File: src/rtl/uhs_pkg.sv
package uhs_pkg;
  typedef enum logic [1:0] {
    IRQ_OFF  = 2'b00,
    IRQ_RISE = 2'b01,
    IRQ_FALL = 2'b10,
    IRQ_BOTH = 2'b11
  } irq_mode_e;
endpackage

File: src/rtl/uhs_cts_sync.sv
module uhs_cts_sync #(
  parameter int STAGES = 2
) (
  input  logic clk,
  input  logic rst_n,
  input  logic pin,
  output logic lvl,
  output logic rise,
  output logic fall
);
  logic [STAGES-1:0] chain_q, chain_d;
  logic              prev_q, prev_d;

  // next state: shift the pin into the chain
  generate
    if (STAGES == 1) begin : g_one
      always_comb chain_d = pin;
    end else begin : g_many
      always_comb chain_d = {chain_q[STAGES-2:0], pin};
    end
  endgenerate

  always_comb prev_d = chain_q[STAGES-1];

  // registers, idle level high (paused)
  always_ff @(posedge clk or negedge rst_n) begin
    if (!rst_n) begin
      chain_q <= '1;
      prev_q  <= 1'b1;
    end else begin
      chain_q <= chain_d;
      prev_q  <= prev_d;
    end
  end

  always_comb begin
    lvl  = chain_q[STAGES-1];
    rise = lvl & ~prev_q;
    fall = ~lvl & prev_q;
  end
endmodule

File: src/rtl/uhs_tx_gate.sv
module uhs_tx_gate (
  input  logic fc_en,
  input  logic cts_lvl,
  input  logic start_req,
  output logic permit,
  output logic launch
);
  // gating acts only on the start of a new character
  always_comb begin
    permit = ~fc_en | ~cts_lvl;
    launch = start_req & permit;
  end
endmodule

File: src/rtl/uhs_rts_ctl.sv
module uhs_rts_ctl #(
  parameter int TRIG_W = 4,
  parameter int LVL_W  = TRIG_W + 1
) (
  input  logic              clk,
  input  logic              rst_n,
  input  logic              fc_en,
  input  logic              force_pause,
  input  logic [TRIG_W-1:0] trig,
  input  logic [LVL_W-1:0]  level,
  output logic              rts_n
);
  localparam int PAD_W = LVL_W - TRIG_W;

  logic [LVL_W-1:0] trig_ext;
  logic             full;
  logic             rts_d, rts_q;

  always_comb begin
    trig_ext = {{PAD_W{1'b0}}, trig};
    full     = level > trig_ext;        // level >= trig + 1
    rts_d    = force_pause | (fc_en & full);
  end

  always_ff @(posedge clk or negedge rst_n) begin
    if (!rst_n) rts_q <= 1'b1;
    else        rts_q <= rts_d;
  end

  assign rts_n = rts_q;
endmodule

File: src/rtl/uhs_irq.sv
module uhs_irq
  import uhs_pkg::*;
(
  input  logic      clk,
  input  logic      rst_n,
  input  logic      rise,
  input  logic      fall,
  input  irq_mode_e mode,
  input  logic      clr,
  output logic      flag
);
  logic hit, flag_d, flag_q;

  always_comb begin
    unique case (mode)
      IRQ_RISE: hit = rise;
      IRQ_FALL: hit = fall;
      IRQ_BOTH: hit = rise | fall;
      default:  hit = 1'b0;
    endcase
    flag_d = hit | (flag_q & ~clr);     // new event wins over clear
  end

  always_ff @(posedge clk or negedge rst_n) begin
    if (!rst_n) flag_q <= 1'b0;
    else        flag_q <= flag_d;
  end

  assign flag = flag_q;
endmodule

File: src/rtl/uart_handshake.sv
module uart_handshake
  import uhs_pkg::*;
#(
  parameter int TRIG_W      = 4,
  parameter int SYNC_STAGES = 2,
  localparam int LVL_W      = TRIG_W + 1
) (
  input  logic              clk,
  input  logic              rst_n,
  input  logic              cts_n,
  input  logic              tx_fc_en,
  input  logic              tx_start_req,
  output logic              tx_permit,
  output logic              tx_launch,
  input  logic              rx_fc_en,
  input  logic              rts_force,
  input  logic [TRIG_W-1:0] rts_trig,
  input  logic [LVL_W-1:0]  rx_level,
  output logic              rts_n,
  input  logic [1:0]        cts_irq_sel,
  input  logic              cts_irq_clr,
  output logic              cts_irq
);
  logic      cts_lvl, cts_rise, cts_fall;
  irq_mode_e irq_mode;

  assign irq_mode = irq_mode_e'(cts_irq_sel);

  uhs_cts_sync #(.STAGES(SYNC_STAGES)) u_sync (
    .clk(clk), .rst_n(rst_n), .pin(cts_n),
    .lvl(cts_lvl), .rise(cts_rise), .fall(cts_fall)
  );

  uhs_tx_gate u_gate (
    .fc_en(tx_fc_en), .cts_lvl(cts_lvl), .start_req(tx_start_req),
    .permit(tx_permit), .launch(tx_launch)
  );

  uhs_rts_ctl #(.TRIG_W(TRIG_W), .LVL_W(LVL_W)) u_rts (
    .clk(clk), .rst_n(rst_n), .fc_en(rx_fc_en), .force_pause(rts_force),
    .trig(rts_trig), .level(rx_level), .rts_n(rts_n)
  );

  uhs_irq u_irq (
    .clk(clk), .rst_n(rst_n), .rise(cts_rise), .fall(cts_fall),
    .mode(irq_mode), .clr(cts_irq_clr), .flag(cts_irq)
  );
endmodule

File: config.mk
export PLATFORM = sky130hd
export DESIGN_NAME = uart_handshake
export DESIGN_NICKNAME = d
export VERILOG_FILES = /design/src/rtl/uhs_pkg.sv /design/src/rtl/uhs_cts_sync.sv /design/src/rtl/uhs_tx_gate.sv /design/src/rtl/uhs_rts_ctl.sv /design/src/rtl/uhs_irq.sv /design/src/rtl/uart_handshake.sv
export SDC_FILE = /design/constraint.sdc
export NUM_CORES = 1
export LEC_CHECK = 0
export CORE_AREA = 2 2 39 41
export DETAILED_ROUTE_END_ITERATION = 10
export DIE_AREA = 0 0 41 43
export DONT_BUFFER_PORTS = 1
export GPL_TIMING_DRIVEN = 0
export PLACE_DENSITY = 0.43
export REMOVE_ABC_BUFFERS = 1
export SYNTH_ARGS = -nofsm -noshare
export SYNTH_HDL_FRONTEND = slang
export SYNTH_SLANG_ARGS = --single-unit
File: constraint.sdc
create_clock -name clk -period 1.1 [get_ports clk]
set_input_delay 0 -clock clk [delete_from_list [all_inputs] [get_ports clk]]
set_output_delay 0 -clock clk [all_outputs]
set_load 0.1 [all_outputs]
=== Word-level counts from Yosys, hierarchy flattened ===
Index checks and enable logic that the tools add are counted.

* Bits in registers: 5
* Bits of input ports: 19
* Output and inout bits: 4
* Logic and storage cells: 22

* Magnitude comparators: 1
* Equality and inequality tests: 3
* Muxes and demuxes: 1
* Bitwise gates (word level): 13

{| class="wikitable"
|+ Operator list
! cell !! count
|-
| AND 1 bit || 5
|-
| greater-than comparator 5 x 4 -> 1 bit || 1
|-
| equality test 2 bit, second input constant || 2
|-
| NOT 1 bit || 4
|-
| bitwise OR 1 bit || 4
|-
| one-hot mux 1 bit (3 select lines) || 1
|-
| equality test 2 x 1 -> 1 bit, second input constant || 1
|}

=== Longest topological paths before layout ===
Gate-level depths: netlist of the first run.

* Word-level depth: 5
* Mapped depth: 5
* Mapped depth without buffers: 5

=== By module ===
From an unflattened synthesis of the first run, not the netlist that was laid out.

* Cells, all modules: 27
* Area total of the unflattened synthesis: 281.5 µm²

{| class="wikitable"
|+ By module, submodules not included
! module !! times used !! cells each !! area an instance (µm²) !! sequential area each (µm²)
|-
| uhs_rts_ctl || 1 || 16 || 135.1 || 26.3
|-
| uhs_cts_sync || 1 || 5 || 93.8 || 78.8
|-
| uhs_irq || 1 || 4 || 41.3 || 25.0
|-
| uhs_tx_gate || 1 || 2 || 11.3 || 0.0
|}

=== Least setup slack after synthesis of the first run ===
Ideal clock, no wire load.

* Path kind: register -> output
* From: register u_sync.chain_q[1]
* To: output port tx_launch
* Arrival: 1.887 ns
* Required time: 1.100 ns
* Path slack: -0.787 ns
* Stages on the path, launching flop included: 3
* Path buffers: 0
* Cells stage by stage: dfstp_2 nand2_1 and2_1

* Longest elaborated chain between the ends: 3

{| class="wikitable"
|+ RTL lines
! item !! line !! RTL
|-
| from (decl) || uhs_cts_sync.sv:11 || <nowiki>logic [STAGES-1:0] chain_q, chain_d;</nowiki>
|-
| from (signal assigned) || uhs_cts_sync.sv:31 || <nowiki>chain_q <= chain_d;</nowiki>
|-
| NOT 1 bit || uhs_tx_gate.sv:10 || <nowiki>permit = ~fc_en | ~cts_lvl;</nowiki>
|-
| bitwise OR 1 bit || uhs_tx_gate.sv:10 ||
|-
| via tx_permit || uart_handshake.sv:13 || <nowiki>output logic tx_permit,</nowiki>
|-
| AND 1 bit || uhs_tx_gate.sv:11 || <nowiki>launch = start_req & permit;</nowiki>
|-
| to (decl) || uart_handshake.sv:14 || <nowiki>output logic tx_launch,</nowiki>
|}

The timed path passes the listed nets, and every way through them passes these cells.

=== Worst setup path in the final report of the first run ===
* From: register u_sync.chain_q[1]
* To: register u_irq.flag_q (netlist: u_irq.flag)

* Longest elaborated chain between the ends: 5
* Elaborated cells between the ends (all ways): 6
* Those cells by class: 1 x mux; 5 x bitwise

{| class="wikitable"
|+ RTL lines
! item !! line !! RTL
|-
| NOT 1 bit || uhs_cts_sync.sv:39 || <nowiki>fall = ~lvl & prev_q;</nowiki>
|-
| AND 1 bit || uhs_cts_sync.sv:39 ||
|-
| bitwise OR 1 bit || uhs_irq.sv:18 || <nowiki>IRQ_BOTH: hit = rise | fall;</nowiki>
|-
| one-hot mux 1 bit (3 select lines) (*) || uhs_irq.sv:15 || <nowiki>unique case (mode)</nowiki>
|-
| bitwise OR 1 bit (*) || uhs_irq.sv:21 || <nowiki>flag_d = hit | (flag_q & ~clr);</nowiki>
|-
| via u_irq.flag_d || uhs_irq.sv:12 || <nowiki>logic hit, flag_d, flag_q;</nowiki>
|-
| to (signal assigned) || uhs_irq.sv:26 || <nowiki>else flag_q <= flag_d;</nowiki>
|-
| to (decl) || uhs_irq.sv:12 ||
|}

The timed path passes the listed nets; every way through them passes the cells marked *.

==> results of run 1 <==
## registers in the layout, indices dropped and copies added, names as in the netlist
signal / cells
u_irq.flag: 1
u_rts.rts_n: 1
u_sync.chain_q: 2
u_sync.prev_q: 1
## cell families (layout without fill, tap and decap cells)
family,after synthesis,count (layout),share of synthesized area [%]
AO/OA/AOI/OAI,5,5,11.5
AND/OR/NAND/NOR,8,8,13.9
flip-flops,5,5,41.3
adder cells (fa/ha/maj),6,6,23.8
buffers and inverters,8,20,9.52
## per-layer routing
metal	part of all wire, %	routed length, um	up-vias
met1	28	195	122
li1	-	-	129
met2	59	406	14
met5	0	0	-
met4	0	0	0
met3	12	84	0
## worst min path at each step
stage,from,to,slack (ps),depth (start not counted)
2_1_floorplan,rst_n,u_irq.flag,-300,0
3_3_place_gp,rst_n,u_irq.flag,-300,0
3_5_place_dp,rst_n,u_irq.flag,-300,0
4_1_cts,rx_level[4],u_rts.rts_n,10,2
5_1_grt,rx_level[4],u_rts.rts_n,20,2
6_report,cts_irq_sel[0],u_irq.flag,20,3
## area by class of cell
cell class | count | area [um2] | share of cell area, %
multi-input cells | 19 | 194 | 40.3
flip-flops and latches | 5 | 134 | 27.8
repair buffers | 8 | 77.6 | 16.1
inverters | 8 | 30.0 | 6.23
clock buffers | 4 | 26.3 | 5.45
well taps | 16 | 20.0 | 4.16
## power by group
group          internal, mW  switching [mW]
logic                0.0537          0.0659
registers             0.207          0.0701
clock network         0.137          0.0701
## tightest hold or removal path: cells and delay by family
| kind | cells | cell delay [ps] |
|---|---|---|
| AO/OA/AOI/OAI | 2 | 130 |
| AND/OR/NAND/NOR | 1 | 80 |
## cell usage after synthesis
| library cell | instances | area share, % |
|---|---|---|
| a21oi_1 | 1 | 1.6 |
| a31o_1 | 1 | 2.8 |
| and2_1 | 1 | 2.0 |
| dfrtp_1 | 1 | 7.9 |
| dfstp_2 | 4 | 33 |
| ha_1 | 6 | 24 |
| inv_1 | 8 | 9.5 |
| nand2_1 | 2 | 2.4 |
| nand3_1 | 1 | 1.6 |
| nor2_1 | 1 | 1.2 |
| nor2b_1 | 2 | 4.0 |
| o21ai_0 | 1 | 1.6 |
| o221ai_1 | 2 | 5.6 |
| or3b_1 | 1 | 2.8 |
## stage by stage
stage | cell area [um2] | TNS, ps | power, mW | hold slack, ps
3_3_place_gp | 335 | -1020 | 0.351 | -295
4_1_cts | 470 | -530 | 0.612 | 12.8
5_1_grt | 482 | -647 | 0.650 | 17.2
2_1_floorplan | 315 | -951 | 0.346 | -296
3_5_place_dp | 335 | -1070 | 0.358 | -295
6_report | 482 | -475 | 0.603 | 16.8
## timing repair
action	in CTS	in global routing
buffers inserted	0	1
endpoints found under the hold margin	8	0
pin swaps	3	0
setup endpoints to repair	4	4
hold buffers	7	0
gates resized for setup	11	1
==> impl_metrics.csv, run 1 <==
group,metric,value,unit
timing,fin_crit_sh,120,%
critical_path,rrSetupSlack,-220,ps
critical_path,crit_start,"u_sync.chain_q[1]",
timing,tightest_slew,895,ps
clock_network,cts_tree,"built",
drt,postRouteWirelength,686,um
global_route,grt_pass1_vias,292,
final_layout,finalNonFillerCells,60,
clock_network,numCtsBuffers,3,
critical_path,path_depth,5,
global_route,grt_pass1_wl,1.16,mm
die,die_x,41,um
timing,period_minus_slack,1320,ps
power,powerDensity,1250,mW/mm2
status,violations,"negative setup slack",
final_layout,drive_gt1_share,29.5,%
placed_design,io_buffers,0,
critical_path,crit_path_max_fanout,4,
power,ir_worst_vdd,0.000684,V
critical_path,worstReg2RegEnd,"u_irq.flag",
critical_path,cp_slowest_cell,"dfstp_2",
synthesis,synth-seq-area-share,41.3,%
timing,setup_viol,3,
synthesis,synthDistinctLibCells,14,
drt,detail_route.iter0.violations,2,
critical_path,worstSetupPathType,"reg2reg",
die,rows,14,
final_layout,fillCellCount,141,
final_layout,syn_to_final_growth,52.8,%
timing,maxSlewViolCount,0,
global_route,grt_overflow,0,
drt,antenna_left,0,
drt,viasPerCell,4.42,
clock_network,clock_latency,240,ps
critical_path,reg2reg_from,"u_sync.chain_q[1]",
final_layout,fin_nets,70,
clock_network,cts_htree_levels,1,
timing,fin_skew,1.88,ps
final_layout,final_core_util,34.8,%
clock_network,cts.path.max_buffers,2,
die,ios,23,
die,core_area,0.00138,mm2
synthesis,synth_area,315,um2
placed_design,placedCellCount,48,
placed_design,dp_slack,-816,ps
global_route,met2_usage,17.5,%
power,leakage,0.220,nW
die,die_area,0.00176,mm2
global_route,gr-usage-met3,8.90,%
critical_path,cp_top_family,"flip-flops",
global_route,grt_start_max_net_pins,6,
synthesis,synth_cells,32,
critical_path,start_kind,"flip-flop",
timing,hold_viol,0,
min_path,worstHoldPathType,"in2reg",
critical_path,rr_worst_depth,5,
critical_path,worstSetupEndpointType,"flip-flop",
critical_path,critPathArrivalTime,1430,ps
critical_path,crit_buf_inv,1,
timing,rsz0062_at_grt,"true",
run,cap_violations,0,
timing,fin_ws,-225,ps
critical_path,path_cells,"inv_2 > ha_4 > nor2b_1 > o21ai_1 > o221ai_1",
placed_design,gp_congestion,0.535,
synthesis,ys_warn_count,0,
die,start_util,22.8,%
die,fp.dieH,43,um
clock_network,root_buffer,"clkbuf_4",
drt,drc,0,
global_route,busiest_layer,"met2",
clock_network,clkTransAtPathRegs,40,ps
global_route,grt_use_met1,8.55,%
clock_network,cts_sinks,5,
global_route,grt_usage,10.3,%
critical_path,endpoint,"u_irq.flag",
critical_path,max_stage_delay,600,ps
synthesis,avgSynthCellArea,9.85,um2
global_route,antenna_found_initial,0,
timing,relSlewSlack,40.3,%
placed_design,dp_hpwl,523,um
final_layout,antenna_cells,0,
drt,wl_per_cell,11.4,um
synthesis,synth-seq-cells,5,
drt,num_vias,265,
timing,fmax,0.755,GHz
final_layout,mostFrequentLayoutCells,"7 x inv_1, 7 x dlygate4sd3_1, 5 x ha_1, 3 x clkbuf_4, 3 x dfstp_2",
drt,firstDrtPassIters,2,
critical_path,required,1200,ps
status,run_status,"complete, but fails checks",
No activity file was read; power rests on OpenSTA's default activity.
==> inputs of run 2 (changes only) <==
--- a/config.mk
+++ b/config.mk
@@ -10,7 +10,7 @@
 export DIE_AREA = 0 0 41 43
 export DONT_BUFFER_PORTS = 1
 export GPL_TIMING_DRIVEN = 0
-export PLACE_DENSITY = 0.43
+export PLACE_DENSITY_LB_ADDON = 0.25
 export REMOVE_ABC_BUFFERS = 1
 export SYNTH_ARGS = -nofsm -noshare
 export SYNTH_HDL_FRONTEND = slang
==> run 2 against run 1 <==
- the flow still finishes with violations (negative setup slack)
- wire length decreased by 3.2%
- first-iteration DRC count up 50%
- maximum frequency rose by 0.98%
- setup slack better by 13 ps
- combinational power increased by 5%
- final area up 0.26%
- final cell count is 1.7% higher
- largest cell class unchanged
==> impl_metrics.csv, run 2 (synthesized netlist as in run 1, its figures left out) <==
group,metric,value,unit
drt,viasPerCell,4.46,
clock_network,numCtsBuffers,3,
final_layout,regMostFlops,"u_sync.chain_q",
drt,postRouteWirelength,664,um
min_path,holdPathEnd,"u_rts.rts_n",
timing,setup_tns,-396,ps
critical_path,worstReg2RegEnd,"u_irq.flag",
clock_network,root_buffer,"clkbuf_4",
final_layout,drive_gt1_share,26.7,%
final_layout,finalInstanceArea,483,um2
final_layout,largest_reg_flops,2,
clock_network,cts_sinks,5,
final_layout,syn_to_final_growth,53.2,%
status,run_status,"complete, but fails checks",
min_path,worstHoldPathType,"in2reg",
die,ios,23,
status,violations,"negative setup slack",
clock_network,cts_tree,"built",
global_route,grt_usage,10.2,%
global_route,busiest_layer,"met2",
placed_design,gp_congestion,0.666,
timing,maxSlewViolCount,0,
timing,fin_ws,-212,ps
timing,period_minus_slack,1310,ps
drt,detail_route.iter0.violations,3,
min_path,whs_path_depth,2,
die,die_area,0.00176,mm2
placed_design,placed_cell_area,335,um2
global_route,grt_overflow,0,
global_route,gr-usage-met3,7.85,%
power,power_frac_comb,20.5,%
critical_path,start_kind,"flip-flop",
power,ir_worst_vdd,0.000643,V
run,cap_violations,0,
clock_network,cts_htree_levels,1,
timing,fin_crit_sh,119,%
critical_path,rr_worst_depth,5,
placed_design,placedCellCount,48,
final_layout,fin_nets,71,
die,rows,14,
critical_path,rrSetupSlack,-180,ps
clock_network,clkTransAtPathRegs,40,ps
clock_network,clock_latency,240,ps
final_layout,mostFrequentLayoutCells,"8 x inv_1, 7 x dlygate4sd3_1, 6 x ha_1, 3 x clkbuf_4, 3 x dfstp_2",
final_layout,finalNonFillerCells,61,
power,powerDensity,1270,mW/mm2
critical_path,worstSetupPathType,"reg2out",
timing,relSlewSlack,67.2,%
drt,num_vias,272,
critical_path,worstSetupEndpointType,"primary output",
final_layout,final_common_cell,"inv_1",
power,p_total,0.613,mW
drt,drc,0,
global_route,grt_use_met1,6.54,%
power,p_int,0.402,mW
drt,firstDrtPassIters,2,
placed_design,io_buffers,0,
final_layout,antenna_cells,0,
critical_path,required,1100,ps
power,seqPwrFrac,44.8,%
global_route,antenna_found_initial,0,
clock_network,cts.path.max_buffers,2,
global_route,met2_usage,17.8,%
power,leakage,0.227,nW
die,start_util,22.8,%
timing,hold_viol,0,
global_route,grt_start_max_net_pins,6,
final_layout,final_core_util,34.9,%
min_path,hold_path_startpoint,"rx_level[4]",
power,clkPwrFrac,34.8,%
global_route,grt_pass1_wl,1.10,mm
critical_path,reg2reg_from,"u_sync.chain_q[1]",
drt,antenna_left,0,
die,fp.dieH,43,um
critical_path,critPathArrivalTime,1310,ps
critical_path,crit_path_max_fanout,2,
timing,fin_skew,4.98,ps
die,core_area,0.00138,mm2
timing,tightest_slew,493,ps
timing,rsz0062_at_grt,"true",
global_route,grt_pass1_vias,313,
power,switching_power,0.211,mW
drt,wl_per_cell,10.9,um
timing,setup_viol,2,
die,die_x,41,um
power,swShare,34.5,%
timing,fmax,0.762,GHz
[run 2: metrics by stage]
stage,setup slack [ps],hold slack [ps]
after floorplan,-787,-296
after global placement,-816,-295
after detailed placement,-816,-295
after CTS,-214,9.80
after global routing,-262,20.2
final,-212,12.5
[run 2: final cells by class]
cell class / count / area (um2)
Fill cell: 142 / 901
Sequential cell: 5 / 135
Inverter: 8 / 30.0
Multi-Input combinational cell: 19 / 174
Tap cell: 16 / 20.0
Clock buffer: 4 / 26.3
Timing Repair Buffer: 9 / 97.6
[run 2: power by group through the flow]
stage	logic (mW)	registers [mW]	clock network, mW
after global placement	0.0789	0.273	0
final	0.126	0.275	0.213
after floorplan	0.0739	0.272	0
after global routing	0.143	0.277	0.249
after CTS	0.127	0.273	0.220
after detailed placement	0.0844	0.275	0
[run 2: worst max path at each step]
| stage | start | end | slack (ps) | cells past startpoint |
|---|---|---|---|---|
| 2_1_floorplan | u_sync.chain_q[1] | tx_launch | -790 | 2 |
| 3_3_place_gp | u_sync.chain_q[1] | tx_launch | -820 | 2 |
| 3_5_place_dp | u_sync.chain_q[1] | tx_launch | -820 | 2 |
| 4_1_cts | u_sync.chain_q[1] | tx_launch | -210 | 3 |
| 5_1_grt | u_sync.chain_q[1] | u_irq.flag | -260 | 5 |
| 6_report | u_sync.chain_q[1] | tx_launch | -210 | 3 |
[run 2: worst max-delay path, cell delays in order (launching register included)]
cell and delay (ps):
dfstp_2 550, buf_12 110, nand2_8 120, and2_4 280
[run 2: per-layer routing]
layer  share of wire, %  vias up
li1                   -      132
met1                 34      115
met5                  0        -
met4                1.7        0
met3                 13        2
met2                 51       23
[run 2: repair_timing]
action / 4_1_cts / 5_1_grt
hold buffers: 7 / 0
endpoints found under the hold margin: 8 / 0
endpoints found under the setup margin: 4 / 3
setup buffers: 2 / 0
pin swaps: 1 / 1
gates resized for setup: 7 / 1
==> inputs of run 3 (changes only) <==
==> constraint.sdc (replaced) <==
create_clock -name clk -period 1.66 [get_ports clk]
set_input_delay 0 -clock clk [delete_from_list [all_inputs] [get_ports clk]]
set_output_delay 0 -clock clk [all_outputs]
set_load 0.005 [all_outputs]
==> run 3 against run 2 <==
- the flow now finishes without violations
- core utilization fell by 3.7 points
- setup slack gained 500 ps
- hold slack better by 18 ps
- largest power group unchanged
- via count decreased by 1.8%
- combinational power is 60% lower
- die area stayed put
- final area shrank 11%
- sequential cell count unchanged
- critical path type is now in2reg
==> impl_metrics.csv, run 3 (synthesized netlist as in run 1, its figures left out) <==
group,metric,value,unit
critical_path,cp_top_family,"buffers and inverters",
die,die_area,0.00176,mm2
final_layout,largest_reg_flops,2,
critical_path,worstReg2RegEnd,"u_irq.flag",
critical_path,rrSetupSlack,330,ps
placed_design,io_buffers,0,
global_route,grt_pass1_vias,301,
placed_design,placedCellCount,48,
final_layout,fin_nets,69,
clock_network,cts_tree,"built",
timing,fin_ws,287,ps
clock_network,cts_htree_levels,1,
min_path,whs_path_depth,3,
drt,antenna_left,0,
global_route,grt_usage,9.49,%
final_layout,final_common_cell,"inv_1",
clock_network,numCtsBuffers,3,
power,powerDensity,764,mW/mm2
die,die_x,41,um
drt,num_vias,267,
critical_path,path_cells,"inv_1 > ha_1 > nand3_1 > or3b_1 > a31o_1 > dlygate4sd3_1",
final_layout,regMostFlops,"u_sync.chain_q",
drt,drc,0,
timing,rsz0062_at_grt,"false",
critical_path,required,1820,ps
timing,setup_viol,0,
timing,relSlewSlack,85.2,%
timing,fmax,0.728,GHz
placed_design,gp_congestion,0.666,
critical_path,worstSetupEndpointType,"flip-flop",
final_layout,finalNonFillerCells,59,
power,leakage,0.208,nW
timing,fin_skew,5.14,ps
timing,setup_tns,0,ps
critical_path,max_stage_delay,540,ps
critical_path,worstSetupPathType,"in2reg",
final_layout,mostFrequentLayoutCells,"8 x inv_1, 7 x dlygate4sd3_1, 6 x ha_1, 4 x dfstp_2, 3 x clkbuf_4",
critical_path,reg2reg_from,"u_sync.chain_q[1]",
critical_path,start_kind,"input pin",
clock_network,cts.path.max_buffers,2,
final_layout,syn_to_final_growth,36.9,%
run,cap_violations,0,
timing,maxSlewViolCount,0,
clock_network,post_cts_buffers,0,
drt,postRouteWirelength,612,um
drt,firstDrtPassIters,2,
timing,tightest_slew,221,ps
drt,wl_per_cell,10.4,um
clock_network,root_buffer,"clkbuf_4",
final_layout,antenna_cells,0,
critical_path,critPathArrivalTime,1530,ps
die,ios,23,
min_path,holdPathEnd,"u_irq.flag",
die,rows,14,
status,run_status,"finished clean",
min_path,hold_path_startpoint,"cts_irq_sel[0]",
critical_path,crit_buf_inv,2,
final_layout,drive_gt1_share,16.3,%
clock_network,cts_sinks,5,
drt,viasPerCell,4.53,
critical_path,rr_worst_depth,5,
global_route,antenna_found_initial,0,
die,start_util,22.8,%
drt,detail_route.iter0.violations,1,
clock_network,post_cts_resized,0,
die,fp.dieH,43,um
placed_design,dp_slack,322,ps
min_path,worstHoldPathType,"in2reg",
global_route,grt_overflow,0,
die,core_area,0.00138,mm2
timing,hold_viol,0,
final_layout,final_core_util,31.2,%
timing,period_minus_slack,1370,ps
critical_path,crit_path_max_fanout,2,
global_route,grt_start_max_net_pins,6,
power,ir_worst_vdd,0.000375,V
timing,fin_crit_sh,82.7,%
critical_path,cp_slowest_cell,"dlygate4sd3_1",
global_route,grt_pass1_wl,1.04,mm
clock_network,clkTransAtPathRegs,40,ps
power,p_total,0.330,mW
clock_network,clock_latency,240,ps
[run 3: cell count changes in the layout (fill, tap and decap cells not counted), sizes merged]
| cell | change |
|---|---|
| buf | -2 |
[run 3: area by class of cell]
cell class	count	area [um2]
multi-input cells	19	155
well taps	16	20.0
inverters	8	30.0
flip-flops and latches	5	130
clock buffers	4	26.3
repair buffers	7	70.1
fillers	149	952
[run 3: what timing repair did]
item / in CTS / in global routing
endpoints found under the setup margin: 0 / 0
hold buffers: 7 / 0
hold endpoints to repair: 8 / 0
[run 3: worst max path at each step]
stage | from | to | slack, ps | cells past startpoint
after floorplan | u_sync.chain_q[1] | u_irq.flag | 420 | 5
after global placement | u_sync.chain_q[1] | u_irq.flag | 370 | 5
after detailed placement | u_sync.chain_q[1] | u_irq.flag | 320 | 5
after CTS | rts_trig[3] | u_rts.rts_n | 290 | 6
after global routing | u_sync.chain_q[1] | u_irq.flag | 220 | 5
final | rts_trig[3] | u_rts.rts_n | 290 | 6
[run 3: power breakdown]
| group | switching [mW] | internal (mW) |
|---|---|---|
| combinational | 0.0211 | 0.0291 |
| clock | 0.0471 | 0.0907 |
| sequential | 0.00612 | 0.136 |
[run 3: routing by layer]
metal / vias up / global-route usage (%) / part of all wire [%]
met3: 0 / 7.85 / 14
met5: - / 0 / 0
met1: 115 / 6.86 / 34
met2: 23 / 16.3 / 51
met4: 0 / 4.00 / 0
li1: 129 / - / -
[run 3: tightest hold or removal path: cells and delay by family]
| family | cells | cell delay (ps) |
|---|---|---|
| simple gates | 1 | 80 |
| compound gates | 2 | 140 |
[run 3: metrics by stage]
step | hold WS [ps] | instance area, um2
6_report | 30.7 | 432
3_3_place_gp | -295 | 335
5_1_grt | 44.5 | 432
2_1_floorplan | -296 | 315
3_5_place_dp | -295 | 335
4_1_cts | 34.9 | 432
